<file path="config.mk">
export PLATFORM = sky130hd
export DESIGN_NAME = ring_stream_dma
export DESIGN_NICKNAME = d
export VERILOG_FILES = /design/src/rtl/rsd_pkg.sv /design/src/rtl/rsd_desc_prefetch.sv /design/src/rtl/rsd_word_mover.sv /design/src/rtl/ring_stream_dma.sv
export SDC_FILE = /design/constraint.sdc
export NUM_CORES = 1
export LEC_CHECK = 0
export ABC_AREA = 1
export ABC_CLOCK_PERIOD_IN_PS = 4800
export BUFFER_PORTS_ARGS = -buffer_cell sky130_fd_sc_hd__buf_2
export CAP_MARGIN = 5
export CORE_MARGIN = 2
export CORE_UTILIZATION = 45
export DETAILED_ROUTE_END_ITERATION = 7
export PLACE_DENSITY = 0.76
export SLEW_MARGIN = 15
export SYNTH_ARGS = -nofsm -noshare
export SYNTH_HDL_FRONTEND = slang
export SYNTH_SLANG_ARGS = --single-unit
</file>
<file path="constraint.sdc">
create_clock -name clk -period 4.8 [get_ports clk]
set_input_delay 1.2 -clock clk [delete_from_list [all_inputs] [get_ports clk]]
set_output_delay 1.2 -clock clk [all_outputs]
set_load 0.02 [all_outputs]
</file>
<file path="src/rtl/rsd_pkg.sv">
package rsd_pkg;

    localparam int PTR_W  = 16;
    localparam int LEN_W  = 16;
    localparam int DESC_W = 2 * PTR_W + LEN_W;

    typedef struct packed {
        logic [PTR_W-1:0] next;
        logic [PTR_W-1:0] base;
        logic [LEN_W-1:0] words;
    } desc_t;

    typedef enum logic [1:0] {
        REG_CTRL = 2'd0,
        REG_STAT = 2'd1,
        REG_CUR  = 2'd2,
        REG_TAIL = 2'd3
    } reg_sel_e;

    localparam int CTL_RUN  = 0;
    localparam int CTL_CYC  = 4;
    localparam int CTL_IRQ  = 12;
    localparam int STS_HALT = 0;
    localparam int STS_IDLE = 1;
    localparam int STS_DERR = 2;
    localparam int STS_DONE = 12;

    function automatic logic desc_usable(input desc_t d);
        return d.words != '0;
    endfunction

endpackage

</file>
<file path="src/rtl/rsd_desc_prefetch.sv">
module rsd_desc_prefetch
    import rsd_pkg::*;
(
    input  logic              clk,
    input  logic              rst,
    input  logic              flush,
    input  logic [PTR_W-1:0]  launch_addr,
    input  logic              fetch_en,
    input  logic              cyclic,
    input  logic [PTR_W-1:0]  tail_addr,
    input  logic              take,
    output logic              dsc_req,
    output logic [PTR_W-1:0]  dsc_addr,
    input  logic [DESC_W-1:0] dsc_rdata,
    output logic              slot_valid,
    output desc_t             slot_desc,
    output logic [PTR_W-1:0]  slot_addr,
    output logic              bad_desc,
    output logic              busy,
    output logic              chain_end
);

    logic             resp_v;
    logic [PTR_W-1:0] req_addr_q;
    logic [PTR_W-1:0] fetch_addr;
    logic             held_v;
    desc_t            held;
    logic [PTR_W-1:0] held_addr;
    desc_t            resp_d;
    logic             resp_good;

    assign resp_d    = desc_t'(dsc_rdata);
    assign resp_good = resp_v && !flush && fetch_en && desc_usable(resp_d);
    assign bad_desc  = resp_v && !flush && fetch_en && !desc_usable(resp_d);

    // The response can be used in the cycle it arrives, so a 2-word buffer is enough to hide it.
    assign slot_valid = held_v || resp_good;
    assign slot_desc  = held_v ? held : resp_d;
    assign slot_addr  = held_v ? held_addr : req_addr_q;

    assign dsc_req  = fetch_en && !flush && !held_v && !resp_v && !chain_end;
    assign dsc_addr = fetch_addr;
    assign busy     = resp_v;

    always_ff @(posedge clk) begin
        if (rst || flush) begin
            resp_v     <= 1'b0;
            held_v     <= 1'b0;
            chain_end  <= 1'b0;
            fetch_addr <= launch_addr;
            req_addr_q <= launch_addr;
        end else begin
            resp_v <= dsc_req;
            if (dsc_req)
                req_addr_q <= fetch_addr;
            if (bad_desc)
                chain_end <= 1'b1;
            if (resp_good) begin
                fetch_addr <= resp_d.next;
                if (!cyclic && req_addr_q == tail_addr)
                    chain_end <= 1'b1;
            end
            if (resp_good && !take) begin
                held      <= resp_d;
                held_addr <= req_addr_q;
                held_v    <= 1'b1;
            end else if (take) begin
                held_v <= 1'b0;
            end
        end
    end

endmodule

</file>
<file path="src/rtl/rsd_word_mover.sv">
module rsd_word_mover
    import rsd_pkg::*;
#(
    parameter int DATA_W     = 32,
    parameter int FIFO_DEPTH = 4
) (
    input  logic              clk,
    input  logic              rst,
    input  logic              load_ok,
    input  logic              slot_valid,
    input  desc_t             slot_desc,
    output logic              take,
    output logic              drained,
    output logic              dat_req,
    output logic [PTR_W-1:0]  dat_addr,
    input  logic [DATA_W-1:0] dat_rdata,
    output logic              m_tvalid,
    input  logic              m_tready,
    output logic [DATA_W-1:0] m_tdata,
    output logic              m_tlast
);

    localparam int PW = $clog2(FIFO_DEPTH);
    localparam int CW = $clog2(FIFO_DEPTH + 1);

    typedef struct packed {
        logic              last;
        logic [DATA_W-1:0] data;
    } beat_t;

    logic             cur_active;
    logic [PTR_W-1:0] cur_ptr;
    logic [LEN_W-1:0] cur_left;
    logic             inflight_v;
    logic             inflight_last;
    beat_t            store [FIFO_DEPTH];
    logic [PW-1:0]    wr_ptr;
    logic [PW-1:0]    rd_ptr;
    logic [CW-1:0]    fifo_cnt;
    logic [CW:0]      occupancy;
    logic             issue;
    logic             last_issue;
    logic             push;
    logic             pop;
    logic             unused_next;

    assign unused_next = ^slot_desc.next;

    // Reads are only issued while the FIFO can absorb them, which makes backpressure lossless.
    assign occupancy  = {1'b0, fifo_cnt} + {{CW{1'b0}}, inflight_v};
    assign issue      = cur_active && (occupancy < (CW+1)'(FIFO_DEPTH));
    assign last_issue = issue && (cur_left == LEN_W'(1));
    assign take       = load_ok && slot_valid && (!cur_active || last_issue);

    assign dat_req  = issue;
    assign dat_addr = cur_ptr;

    assign push     = inflight_v;
    assign pop      = m_tvalid && m_tready;
    assign m_tvalid = fifo_cnt != '0;
    assign m_tdata  = store[rd_ptr].data;
    assign m_tlast  = store[rd_ptr].last;
    assign drained  = !cur_active && !inflight_v && (fifo_cnt == '0);

    always_ff @(posedge clk) begin
        if (rst) begin
            cur_active    <= 1'b0;
            cur_ptr       <= '0;
            cur_left      <= '0;
            inflight_v    <= 1'b0;
            inflight_last <= 1'b0;
        end else begin
            inflight_v    <= issue;
            inflight_last <= last_issue;
            if (take) begin
                cur_active <= 1'b1;
                cur_ptr    <= slot_desc.base;
                cur_left   <= slot_desc.words;
            end else if (issue) begin
                cur_ptr  <= cur_ptr + PTR_W'(1);
                cur_left <= cur_left - LEN_W'(1);
                if (last_issue)
                    cur_active <= 1'b0;
            end
        end
    end

    always_ff @(posedge clk) begin
        if (push)
            store[wr_ptr] <= '{last: inflight_last, data: dat_rdata};
    end

    always_ff @(posedge clk) begin
        if (rst) begin
            wr_ptr   <= '0;
            rd_ptr   <= '0;
            fifo_cnt <= '0;
        end else begin
            if (push)
                wr_ptr <= wr_ptr + PW'(1);
            if (pop)
                rd_ptr <= rd_ptr + PW'(1);
            case ({push, pop})
                2'b10:   fifo_cnt <= fifo_cnt + CW'(1);
                2'b01:   fifo_cnt <= fifo_cnt - CW'(1);
                default: fifo_cnt <= fifo_cnt;
            endcase
        end
    end

    assert_hold_while_stalled_R4: assert property (@(posedge clk) disable iff (rst)
        (m_tvalid && !m_tready) |=> (m_tvalid && $stable(m_tdata) && $stable(m_tlast)));

    assert_no_overflow_R2: assert property (@(posedge clk) disable iff (rst)
        push |-> ((fifo_cnt < CW'(FIFO_DEPTH)) || pop));

endmodule

</file>
<file path="src/rtl/ring_stream_dma.sv">
module ring_stream_dma
    import rsd_pkg::*;
#(
    parameter int DATA_W     = 32,
    parameter int REG_W      = 32,
    parameter int FIFO_DEPTH = 4
) (
    input  logic              clk,
    input  logic              rst,
    input  logic              reg_wr_en,
    input  logic [1:0]        reg_wr_addr,
    input  logic [REG_W-1:0]  reg_wr_data,
    input  logic [1:0]        reg_rd_addr,
    output logic [REG_W-1:0]  reg_rd_data,
    output logic              dsc_req,
    output logic [PTR_W-1:0]  dsc_addr,
    input  logic [DESC_W-1:0] dsc_rdata,
    output logic              dat_req,
    output logic [PTR_W-1:0]  dat_addr,
    input  logic [DATA_W-1:0] dat_rdata,
    output logic              m_tvalid,
    input  logic              m_tready,
    output logic [DATA_W-1:0] m_tdata,
    output logic              m_tlast,
    output logic              irq
);

    logic             ctrl_run, ctrl_cyc, ctrl_irq;
    logic [PTR_W-1:0] cur_q, tail_q;
    logic             engine_on, stop_q;
    logic             st_halt, st_idle, st_err, st_done;

    logic             wr_ctrl, wr_stat, wr_cur, wr_tail;
    logic             start, stop_cmd, stop_done, chain_done;
    logic             fetch_en;
    logic             slot_valid, take, drained, bad_desc, fetch_busy, chain_end;
    desc_t            slot_desc;
    logic [PTR_W-1:0] slot_addr;
    logic             unused_wr_bits;

    assign unused_wr_bits = ^reg_wr_data;

    assign wr_ctrl = reg_wr_en && (reg_wr_addr == REG_CTRL);
    assign wr_stat = reg_wr_en && (reg_wr_addr == REG_STAT);
    assign wr_cur  = reg_wr_en && (reg_wr_addr == REG_CUR);
    assign wr_tail = reg_wr_en && (reg_wr_addr == REG_TAIL);

    assign start      = wr_ctrl && reg_wr_data[CTL_RUN] && !engine_on;
    assign stop_cmd   = wr_ctrl && !reg_wr_data[CTL_RUN] && engine_on;
    assign fetch_en   = engine_on && !stop_q;
    assign stop_done  = engine_on && stop_q && drained;
    assign chain_done = engine_on && !stop_q && chain_end && drained && !slot_valid && !fetch_busy;

    rsd_desc_prefetch u_prefetch (
        .clk         (clk),
        .rst         (rst),
        .flush       (start),
        .launch_addr (cur_q),
        .fetch_en    (fetch_en),
        .cyclic      (ctrl_cyc),
        .tail_addr   (tail_q),
        .take        (take),
        .dsc_req     (dsc_req),
        .dsc_addr    (dsc_addr),
        .dsc_rdata   (dsc_rdata),
        .slot_valid  (slot_valid),
        .slot_desc   (slot_desc),
        .slot_addr   (slot_addr),
        .bad_desc    (bad_desc),
        .busy        (fetch_busy),
        .chain_end   (chain_end)
    );

    rsd_word_mover #(
        .DATA_W     (DATA_W),
        .FIFO_DEPTH (FIFO_DEPTH)
    ) u_mover (
        .clk        (clk),
        .rst        (rst),
        .load_ok    (fetch_en),
        .slot_valid (slot_valid),
        .slot_desc  (slot_desc),
        .take       (take),
        .drained    (drained),
        .dat_req    (dat_req),
        .dat_addr   (dat_addr),
        .dat_rdata  (dat_rdata),
        .m_tvalid   (m_tvalid),
        .m_tready   (m_tready),
        .m_tdata    (m_tdata),
        .m_tlast    (m_tlast)
    );

    always_ff @(posedge clk) begin
        if (rst) begin
            ctrl_run  <= 1'b0;
            ctrl_cyc  <= 1'b0;
            ctrl_irq  <= 1'b0;
            cur_q     <= '0;
            tail_q    <= '0;
            engine_on <= 1'b0;
            stop_q    <= 1'b0;
            st_halt   <= 1'b1;
            st_idle   <= 1'b0;
            st_err    <= 1'b0;
            st_done   <= 1'b0;
        end else begin
            if (wr_ctrl) begin
                ctrl_run <= reg_wr_data[CTL_RUN];
                ctrl_cyc <= reg_wr_data[CTL_CYC];
                ctrl_irq <= reg_wr_data[CTL_IRQ];
            end
            if (wr_cur && !engine_on)
                cur_q <= reg_wr_data[PTR_W-1:0];
            if (wr_tail)
                tail_q <= reg_wr_data[PTR_W-1:0];
            if (take)
                cur_q <= slot_addr;
            if (wr_stat && reg_wr_data[STS_DONE])
                st_done <= 1'b0;
            if (start) begin
                engine_on <= 1'b1;
                stop_q    <= 1'b0;
                st_halt   <= 1'b0;
                st_idle   <= 1'b0;
                st_err    <= 1'b0;
            end else begin
                if (stop_cmd || bad_desc)
                    stop_q <= 1'b1;
                if (bad_desc)
                    st_err <= 1'b1;
                if (stop_done) begin
                    engine_on <= 1'b0;
                    stop_q    <= 1'b0;
                    st_halt   <= 1'b1;
                end else if (chain_done) begin
                    engine_on <= 1'b0;
                    st_idle   <= 1'b1;
                    st_done   <= 1'b1;
                end
            end
        end
    end

    assign irq = st_done && ctrl_irq;

    always_comb begin
        reg_rd_data = '0;
        case (reg_sel_e'(reg_rd_addr))
            REG_CTRL: begin
                reg_rd_data[CTL_RUN] = ctrl_run;
                reg_rd_data[CTL_CYC] = ctrl_cyc;
                reg_rd_data[CTL_IRQ] = ctrl_irq;
            end
            REG_STAT: begin
                reg_rd_data[STS_HALT] = st_halt;
                reg_rd_data[STS_IDLE] = st_idle;
                reg_rd_data[STS_DERR] = st_err;
                reg_rd_data[STS_DONE] = st_done;
            end
            REG_CUR:  reg_rd_data = REG_W'(cur_q);
            default:  reg_rd_data = REG_W'(tail_q);
        endcase
    end

    assert_cyclic_never_idle_R6: assert property (@(posedge clk) disable iff (rst)
        $rose(st_idle) |-> !$past(ctrl_cyc));

    assert_halt_when_quiet_R9: assert property (@(posedge clk) disable iff (rst)
        $rose(st_halt) |-> !m_tvalid);

    assert_bad_desc_flags_R10: assert property (@(posedge clk) disable iff (rst)
        bad_desc |=> st_err);

endmodule

</file>
---- Word-level counts from Yosys, hierarchy flattened ----
Memory sizes are Yosys's and may differ from the RTL's. A register that Yosys moved wholly into a read port is not among the register bits.
Cells that the tools add are included.
cells by class
  add/subtract/negate cells ............... 7
  magnitude comparators ................... 1
  equal/unequal tests ..................... 9
  muxes and demuxes ....................... 41
  bitwise logic cells ..................... 2
  reduce and logical (&&, ||, !) cells .... 72
operators by type and width
  operator                                                              count
  16-bit two-way mux                                                    11
  1-bit logical AND                                                     35
  32-bit two-way mux                                                    1
  1-bit two-way mux                                                     19
  16-bit by 1-bit adder with 16-bit output, second input constant       1
  16-bit by 1-bit == test with 1-bit output, second input constant      1
  16-bit == test                                                        1
  16-bit nonzero test                                                   1
  2-bit nonzero test                                                    8
  16-bit by 1-bit subtractor with 16-bit output, second input constant  1
  7-bit case mux with 2 select lines                                    1
  1-bit zero test                                                       13
  3-bit case mux with 2 select lines                                    2
  1-bit case mux with 3 select lines                                    3
  2-bit == test, second input constant                                  4
  2-bit by 1-bit == test with 1-bit output, second input constant       3
  2-bit case mux with 3 select lines                                    1
  2-bit AND reduction                                                   3
  3-bit nonzero test                                                    2
  2-bit by 1-bit adder with 2-bit output, second input constant         2
  3-bit by 1-bit adder with 4-bit output                                1
  2-bit zero test                                                       2
  1-bit logical OR                                                      4
  4-bit by 3-bit < comparator with 1-bit output, second input constant  1
  other kinds (8)                                                       11
storage, ports and cells
  flip-flop bits (word level) ............. 166
  bits in writable memories ............... 132
  input bits .............................. 120
  output and inout port bits .............. 101
  memories kept ........................... 1
memory list
  name           depth  bits a word  rd ports  clocked after memory_dff  write ports  line                  text
  u_mover.store  4      33           1         1                         1            rsd_word_mover.sv:36  beat_t store [FIFO_DEPTH];

---- Logic depth before layout (Yosys ltp) ----
Gate-level depths: netlist of the first run.
  word-level depth ........................ 15
  mapped depth ............................ 15

---- By module ----
From an unflattened synthesis of the first run, not the netlist that was laid out.
second synthesis, totals
  cell total of the unflattened synthesis .. 1,567
  area total of the unflattened synthesis .. 14,367.5 sq um
modules (own cells, without submodules)
  module             times used  cells each  area an instance (sq um)  seq. area each (sq um)
  rsd_word_mover     1           776         7,669.9                   4,844.6
  rsd_desc_prefetch  1           473         4,510.6                   2,942.8
  ring_stream_dma    1           318         2,187.1                   820.8

---- Worst setup path before layout of the first run ----
OpenSTA, ideal clock, no wires.
  kind .................................... input to register
  start point ............................. in reg_wr_en
  end point ............................... reg u_prefetch.held[0] (netlist bit) (enable)
  setup time .............................. 453 ps
  arrival time ............................ 4,046 ps
  data required time ...................... 4,347 ps
  path slack .............................. 301 ps
  cell stages on the path ................. 10
  path buffers ............................ 1
  cell sequence ........................... inv_1 -> nor2_1 -> nand2_1 -> inv_1 -> nand3_1 -> nand2_2 -> inv_1 -> buf_2 -> nand2_1 -> nor2_1
on the way
  cells in the longest elaborated chain, start to end .. 13
  elaborated cells between the ends (all ways) .. 15
RTL lines
  element                            line                     text
  from (decl)                        ring_stream_dma.sv:10    input logic reg_wr_en,
  1-bit logical AND *                ring_stream_dma.sv:43    assign wr_ctrl = reg_wr_en && (reg_wr_addr == REG_CTRL);
  1-bit logical AND * (2 in series)  ring_stream_dma.sv:48    assign start = wr_ctrl && reg_wr_data[CTL_RUN] && !engine_on;
  1-bit zero test                    rsd_desc_prefetch.sv:33  assign resp_good = resp_v && !flush && fetch_en && desc_usable(resp_d);
  1-bit logical AND (3 in series)    rsd_desc_prefetch.sv:33
  1-bit logical OR                   rsd_desc_prefetch.sv:37  assign slot_valid = held_v || resp_good;
  1-bit logical AND (2 in series)    rsd_word_mover.sv:53     assign take = load_ok && slot_valid && (!cur_active || last_issue);
  1-bit zero test                    rsd_desc_prefetch.sv:63  if (resp_good && !take) begin
  1-bit logical AND                  rsd_desc_prefetch.sv:63
  2-bit AND reduction (no line) *    n/a
  to (signal assigned)               rsd_desc_prefetch.sv:64  held <= resp_d;
  to (decl)                          rsd_desc_prefetch.sv:27  desc_t held;
Mark *: on every way between the ends. The rest lies on a longest branch, timed or not.
A chain may end at the register's enable or synchronous reset.

==> metrics.txt, run 1 <==
CP Capture Type output port; vias in the first global route 9851; status finished, final reports clean; drt pass-1 iters 7; TritonCTS Buffers 34; global-route wire length before repair 49600 µm; die area 0.0307 mm²; mux cell area share after synthesis 0.00682; Synth Area in Compound Gates 0.114; die width roughly 180 µm; most common cell after layout, fill and taps aside nand2_1; post-DP HPWL 19700 µm; cts hold-fix bufs 0; RSZ-0062 raised after global routing no; Resized cells post-CTS 0; sequential share of the synthesized area 0.615; fin cells between 1.5k and 2k; Worst Path Required 3.60 ns; CP arrival roughly 2.5 ns; H-tree lvl count 2; XOR/XNOR Fraction of Synth Area 0.00928; TritonCTS clock tree done; post-CTS setup buffer count 0; Vias/cell between 5 and 6; actual slew at the worst max-slew pin between 1 and 1.5 ns; crit path cell chain buf_4 > inv_1 > o21ai_0 > o22ai_1 > buf_2; top-level port count between 200 and 250; leak pwr 6.23 nW; Routed Antenna Nets 0; most frequent cells in the layout nand2_1 (329), edfxtp_1 (212), nor2_1 (206); Critical Path Source Type flip-flop; Slew Limit Headroom 0.319; DIE HEIGHT 175 µm; Slowest-stage cell, CP inv_1; # setup viols final 0; clk root buf clkbuf_16; Tot GR Track Use 0.199; CTS sink cnt 300; Starting DRT DRC Count around 920; wire per inst 15.7 µm; syn_area_per_cell 9.35 µm²; largest net degree at the start of global routing 68; Setup TNS Final 0 ns; Placed Cells 1936; layout cells sized above 1 0.169; CTS Buffer Depth 3; area of the core around 0.029 mm²; leading area contributor after synthesis edfxtp_1; post-synthesis cell type count 38; Fmax 270 MHz; critical path type reg -> out; max cap viols 0; worst-path maximum fanout 34; register bit total from synthesis 300; power per cell area between 300 and 400 mW/mm²; post-synth top area share 0.482; simple-gate share of the synthesized area 0.185; Hold WC Path Type reg -> reg; WP buf/inv 3; Mapped Area around 0.013 mm²; Syn Inst Count 1413; skew final 0.0207 ns; cell family with most CP delay buffers and inverters; maximum VDD drop 0.301 mV; initial antenna violation count 1; min Tclk post-route around 3.7 ns; Final Hold Vio Count 0; RePlAce Congestion between 0.8 and 0.9; DRT Wirelength between 30000 and 40000 µm; Starting Density 0.459; Layout area overhead 17.7%; layout net count 1717; Final period util 0.773; DR vias ~10k; Rows just over 60; clock latency on the worst-skew pair 0.51 ns; largest family of logic cells by synthesized area simple AND/OR/NAND/NOR gates; input/output buffers 188; warnings from Yosys 0; DRC violations left 0; critical path's largest stage delay just under 0.8 ns; top cells by area, synth edfxtp_1 (48%), dfxtp_1 (13%), nand2_1 (9.3%), o21ai_0 (6.2%), nor2_1 (5.9%); Worst-path clk slew about 0.060 ns; post-layout utilization of the core 0.540; remaining global-route overflow 0; n_diodes 0; Slew Viols, Final 0; Synth Area in Adders 0.00909
[metal layers]
metal,GRT usage,share of wire
met1,0.268,0.43
met2,0.330,0.46
met3,0.0353,0.084
met4,0.0601,0.021
met5,0,0.00035
[sequential cells by signal (all words and copies together) (netlist names), 2 cells and up, named ones only]
| register | count |
|---|---|
| u_mover.store | 132 |
| u_prefetch.held | 32 |
| cur_q | 16 |
| tail_q | 16 |
| u_mover.cur_left | 16 |
| u_mover.dat_addr | 16 |
| u_prefetch.dsc_addr | 16 |
| u_prefetch.held_addr | 16 |
| u_prefetch.req_addr_q | 16 |
| u_mover.fifo_cnt | 3 |
| u_mover.rd_ptr | 2 |
| u_mover.wr_ptr | 2 |
[area by class of cell]
class,instances,area (µm²)
clock buffers,41,928
clock inverters,20,193
fillers,2518,13200
inverters,101,379
multi-input cells,944,4360
flip-flops and latches,300,8130
well taps,384,480
repair buffers,207,1080
[report_power, final]
group	switching, mW	total, mW	leakage (nW)	internal (mW)
clock	1.01	2.56	0.554	1.55
sequential	0.0255	2.84	2.66	2.81
combinational	0.180	0.270	3.02	0.0896
[logic make-up (layout without fill, tap and decap cells)]
kind of cell             Yosys count  after routing
AND/OR/NAND/NOR                  613            613
flip-flops                       300            300
AO/OA/AOI/OAI                    283            283
buffers and inverters            184            369
XOR/XNOR                          14             14
adder cells (fa/ha/maj)            9              9
multiplexers                       9              9
other                              1             16
[cell usage after synthesis (all sizes together)]
master / instances
o21a: 3
nor4: 2
a211oi: 1
clkinv: 1
nand4: 9
o21bai: 1
a21oi: 56
o211ai: 1
nor2: 208
o221ai: 3
nand3: 44
fa: 1
xnor2: 7
ha: 8
inv: 100
xor2: 7
nand2: 332
o2111ai: 2
nor3: 11
edfxtp: 212
conb: 1
dfxtp: 88
mux2i: 9
nand3b: 1
o22ai: 47
or2: 4
and3: 2
clkbuf: 51
o21ai: 169
buf: 32
[metrics by stage]
step	instance area, µm²	power (mW)	hold slack [ns]	setup WS, ns
after floorplan	13300	3.05	0.426	0.301
after global placement	14400	3.15	0.433	0.905
after detailed placement	14400	3.16	0.446	0.867
after CTS	15600	5.72	0.457	1.06
after global routing	15600	5.86	0.461	0.876
final	15600	5.67	0.455	1.09
[worst paths after layout]
kind                                                          start                            endpoint  slack, ns  depth (start not counted)
worst max-delay path                                      flip-flop                         m_tdata[26]       1.09                          5
worst max register to register               engine_on$_SDFFE_PP0P_        u_prefetch.held[2]$_DFFE_PP_       1.97                          8
worst min register to register  u_prefetch.req_addr_q[15]$_DFFE_PP_  u_prefetch.held_addr[15]$_DFFE_PP_       0.46                          0
worst min-delay path            u_prefetch.req_addr_q[15]$_DFFE_PP_  u_prefetch.held_addr[15]$_DFFE_PP_       0.46                          0
[worst register-to-register path, delay by kind of cell, from the launching register on]
family / cells / cell delay, ns
simple gates: 4 / 0.73
buf+inv: 4 / 1.28
flops: 1 / 0.43
Note: power is estimated with default switching activity, not from simulation.
==> inputs of run 2 (changes only) <==
--- a/config.mk
+++ b/config.mk
@@ -6,13 +6,13 @@
 export NUM_CORES = 1
 export LEC_CHECK = 0
 export ABC_AREA = 1
-export ABC_CLOCK_PERIOD_IN_PS = 4800
+export ABC_CLOCK_PERIOD_IN_PS = 3400
 export BUFFER_PORTS_ARGS = -buffer_cell sky130_fd_sc_hd__buf_2
 export CAP_MARGIN = 5
 export CORE_MARGIN = 2
 export CORE_UTILIZATION = 45
 export DETAILED_ROUTE_END_ITERATION = 7
-export PLACE_DENSITY = 0.76
+export PLACE_DENSITY = 0.79
 export SLEW_MARGIN = 15
 export SYNTH_ARGS = -nofsm -noshare
 export SYNTH_HDL_FRONTEND = slang
==> constraint.sdc (replaced) <==
create_clock -name clk -period 3.4 [get_ports clk]
set_input_delay 0.85 -clock clk [delete_from_list [all_inputs] [get_ports clk]]
set_output_delay 0.85 -clock clk [all_outputs]
set_load 0.02 [all_outputs]
==> run 2 against run 1 <==
Net effect:
- die area did not move
- flip-flop and latch count did not move
- hold slack got worse by 0.0017 ns
- utilization fell by 0.061 points
- largest power group unchanged
- critical endpoint is now reg_rd_data[12]
==> metrics.txt, run 2 (same netlist as run 1, synthesis figures left out) <==
CP Capture Type output port; Setup TNS Final 0 ns (unchanged); post-layout utilization of the core 0.540 (-0.000608); clk root buf clkbuf_16; Biggest register u_mover.store; Worst Path Required 2.55 ns (-1.05 ns); layout net count 1719 (+0.12%); RePlAce Congestion 0.874 (+4.7%); TritonCTS Buffers 31 (-8.8%); CTS Buffer Depth 3 (unchanged); leak pwr 6.22 nW (-0.17%); vias in the first global route 10.1k (+2.5%); Layout area overhead 17.6%; wire per inst 15.8 µm (+1.0%); RSZ-0062 raised after global routing no; # setup viols final 0 (unchanged); Place WS 0.490 ns (-0.377 ns); largest net degree at the start of global routing 67 (-1.5%); Vias/cell 5.26 (+0.88%); crit path cell chain buf_2 > nand2_1 > o2111ai_1 > buf_2; DRC violations left 0 (unchanged); H-tree lvl count 1 (-1); CP arrival 2.11 ns (-0.40 ns); min Tclk post-route between 2 and 3 ns; Resized cells post-CTS 0 (unchanged); top-level port count 221 (unchanged); Worst-path clk slew 0.06 ns (about the same); DIE HEIGHT 175 µm (unchanged); Regs by FF count u_mover.store (132), u_prefetch.held (32); Slew Viols, Final 0 (unchanged); initial antenna violation count 1 (unchanged); TritonCTS clock tree done; max cap viols 0 (unchanged); critical path type in -> out; global-route wire length before repair 50400 µm (+1.7%); most common cell after layout, fill and taps aside nand2_1; drt pass-1 iters 5 (-2); Rows 62 (unchanged); post-CTS setup buffer count 0 (unchanged); Hold WC Path Type reg -> reg; status finished, final reports clean; Final period util 0.870; critical path's largest stage delay 0.45 ns (-0.34 ns); input/output buffers 188 (unchanged); cts hold-fix bufs 0 (unchanged); DR vias 10.5k (+1.0%); Fmax ~340 MHz; remaining global-route overflow 0 (unchanged); worst-path maximum fanout 16 (-53%); most frequent cells in the layout nand2_1 (329), edfxtp_1 (212), nor2_1 (206); clock latency on the worst-skew pair 0.57 ns (+0.06 ns); Tot GR Track Use 0.201 (+0.00166); Slew Limit Headroom 0.452 (+0.133); power per cell area 506 mW/mm² (+39%); post-DP HPWL 20600 µm (+4.9%); die width 175 µm (unchanged); DRT Wirelength 31700 µm (+1.2%); maximum VDD drop 0.430 mV (+43%); area of the core 0.0288 mm² (unchanged); skew final 0.0361 ns (+0.0154 ns); fin worst setup slack 0.443 ns (-0.648 ns); CTS sink cnt 300 (unchanged); reg2reg setup slack 0.84 ns (-1.13 ns); CP most frequent cell buf_2; actual slew at the worst max-slew pin 0.818 ns (-0.204 ns); Slowest-stage cell, CP o2111ai_1; die area 0.0307 mm² (unchanged); Critical Path Source Type primary input; Starting Density 0.459 (unchanged); Final Hold Vio Count 0 (unchanged); layout cells sized above 1 0.168 (-0.000829); Starting DRT DRC Count 843 (-8.5%); flip-flop count of the largest register after layout 132 (unchanged); Routed Antenna Nets 0 (unchanged)
==> run 2: power by group <==
group          total (mW)  switching, mW  internal (mW)
clock                3.46           1.37           2.09
combinational       0.387          0.258          0.130
sequential           4.01         0.0361           3.97
total                7.86           1.67           6.19
==> run 2: through the flow <==
| stage | power (mW) | instance area, µm² | hold slack [ns] | cells |
|---|---|---|---|---|
| finish | 7.86 | 15500 | 0.453 | 2000 |
| global route | 8.09 | 15500 | 0.457 | 2000 |
| CTS | 7.91 | 15500 | 0.450 | 1999 |
| detailed placement | 4.46 | 14500 | 0.439 | 1941 |
| global placement | 4.45 | 14500 | 0.430 | 1941 |
| floorplan | 4.30 | 13300 | 0.426 | 1428 |
==> run 2: metal layers <==
| layer | vias up | part of all wire | global-route usage |
|---|---|---|---|
| li1 | 5102 | - | - |
| met1 | 4926 | 0.43 | 0.267 |
| met2 | 452 | 0.48 | 0.337 |
| met3 | 38 | 0.079 | 0.0381 |
| met4 | 0 | 0.016 | 0.0545 |
| met5 | - | 0 | 0 |
==> run 2: final timing paths <==
| kind | start | endpoint | cells after the start |
|---|---|---|---|
| max reg2reg | u_mover.cur_active$_SDFFE_PP0P_ | u_mover.dat_addr[3]$_SDFFE_PP0P_ | 11 |
| max | reg_rd_addr[0] | reg_rd_data[12] | 4 |
| min reg2reg | u_prefetch.req_addr_q[15]$_DFFE_PP_ | u_prefetch.held_addr[15]$_DFFE_PP_ | 0 |
| min | u_prefetch.req_addr_q[15]$_DFFE_PP_ | u_prefetch.held_addr[15]$_DFFE_PP_ | 0 |
==> run 2: layout make-up <==
cell class / instances / area, µm²
antenna: 1 / 2.50
clock buffer: 43 / 872
clock inverter: 15 / 179
fill: 2483 / 13200
inverter: 101 / 379
multi-input combinational: 944 / 4360
sequential: 300 / 8130
tap: 384 / 480
timing repair buffer: 212 / 1130
==> run 2: worst max-delay path: cells and delay by family <==
| family | cells | cell delay (ns) |
|---|---|---|
| buffers and inverters | 2 | 0.37 |
| AND/OR/NAND/NOR | 1 | 0.43 |
| AO/OA/AOI/OAI | 1 | 0.45 |
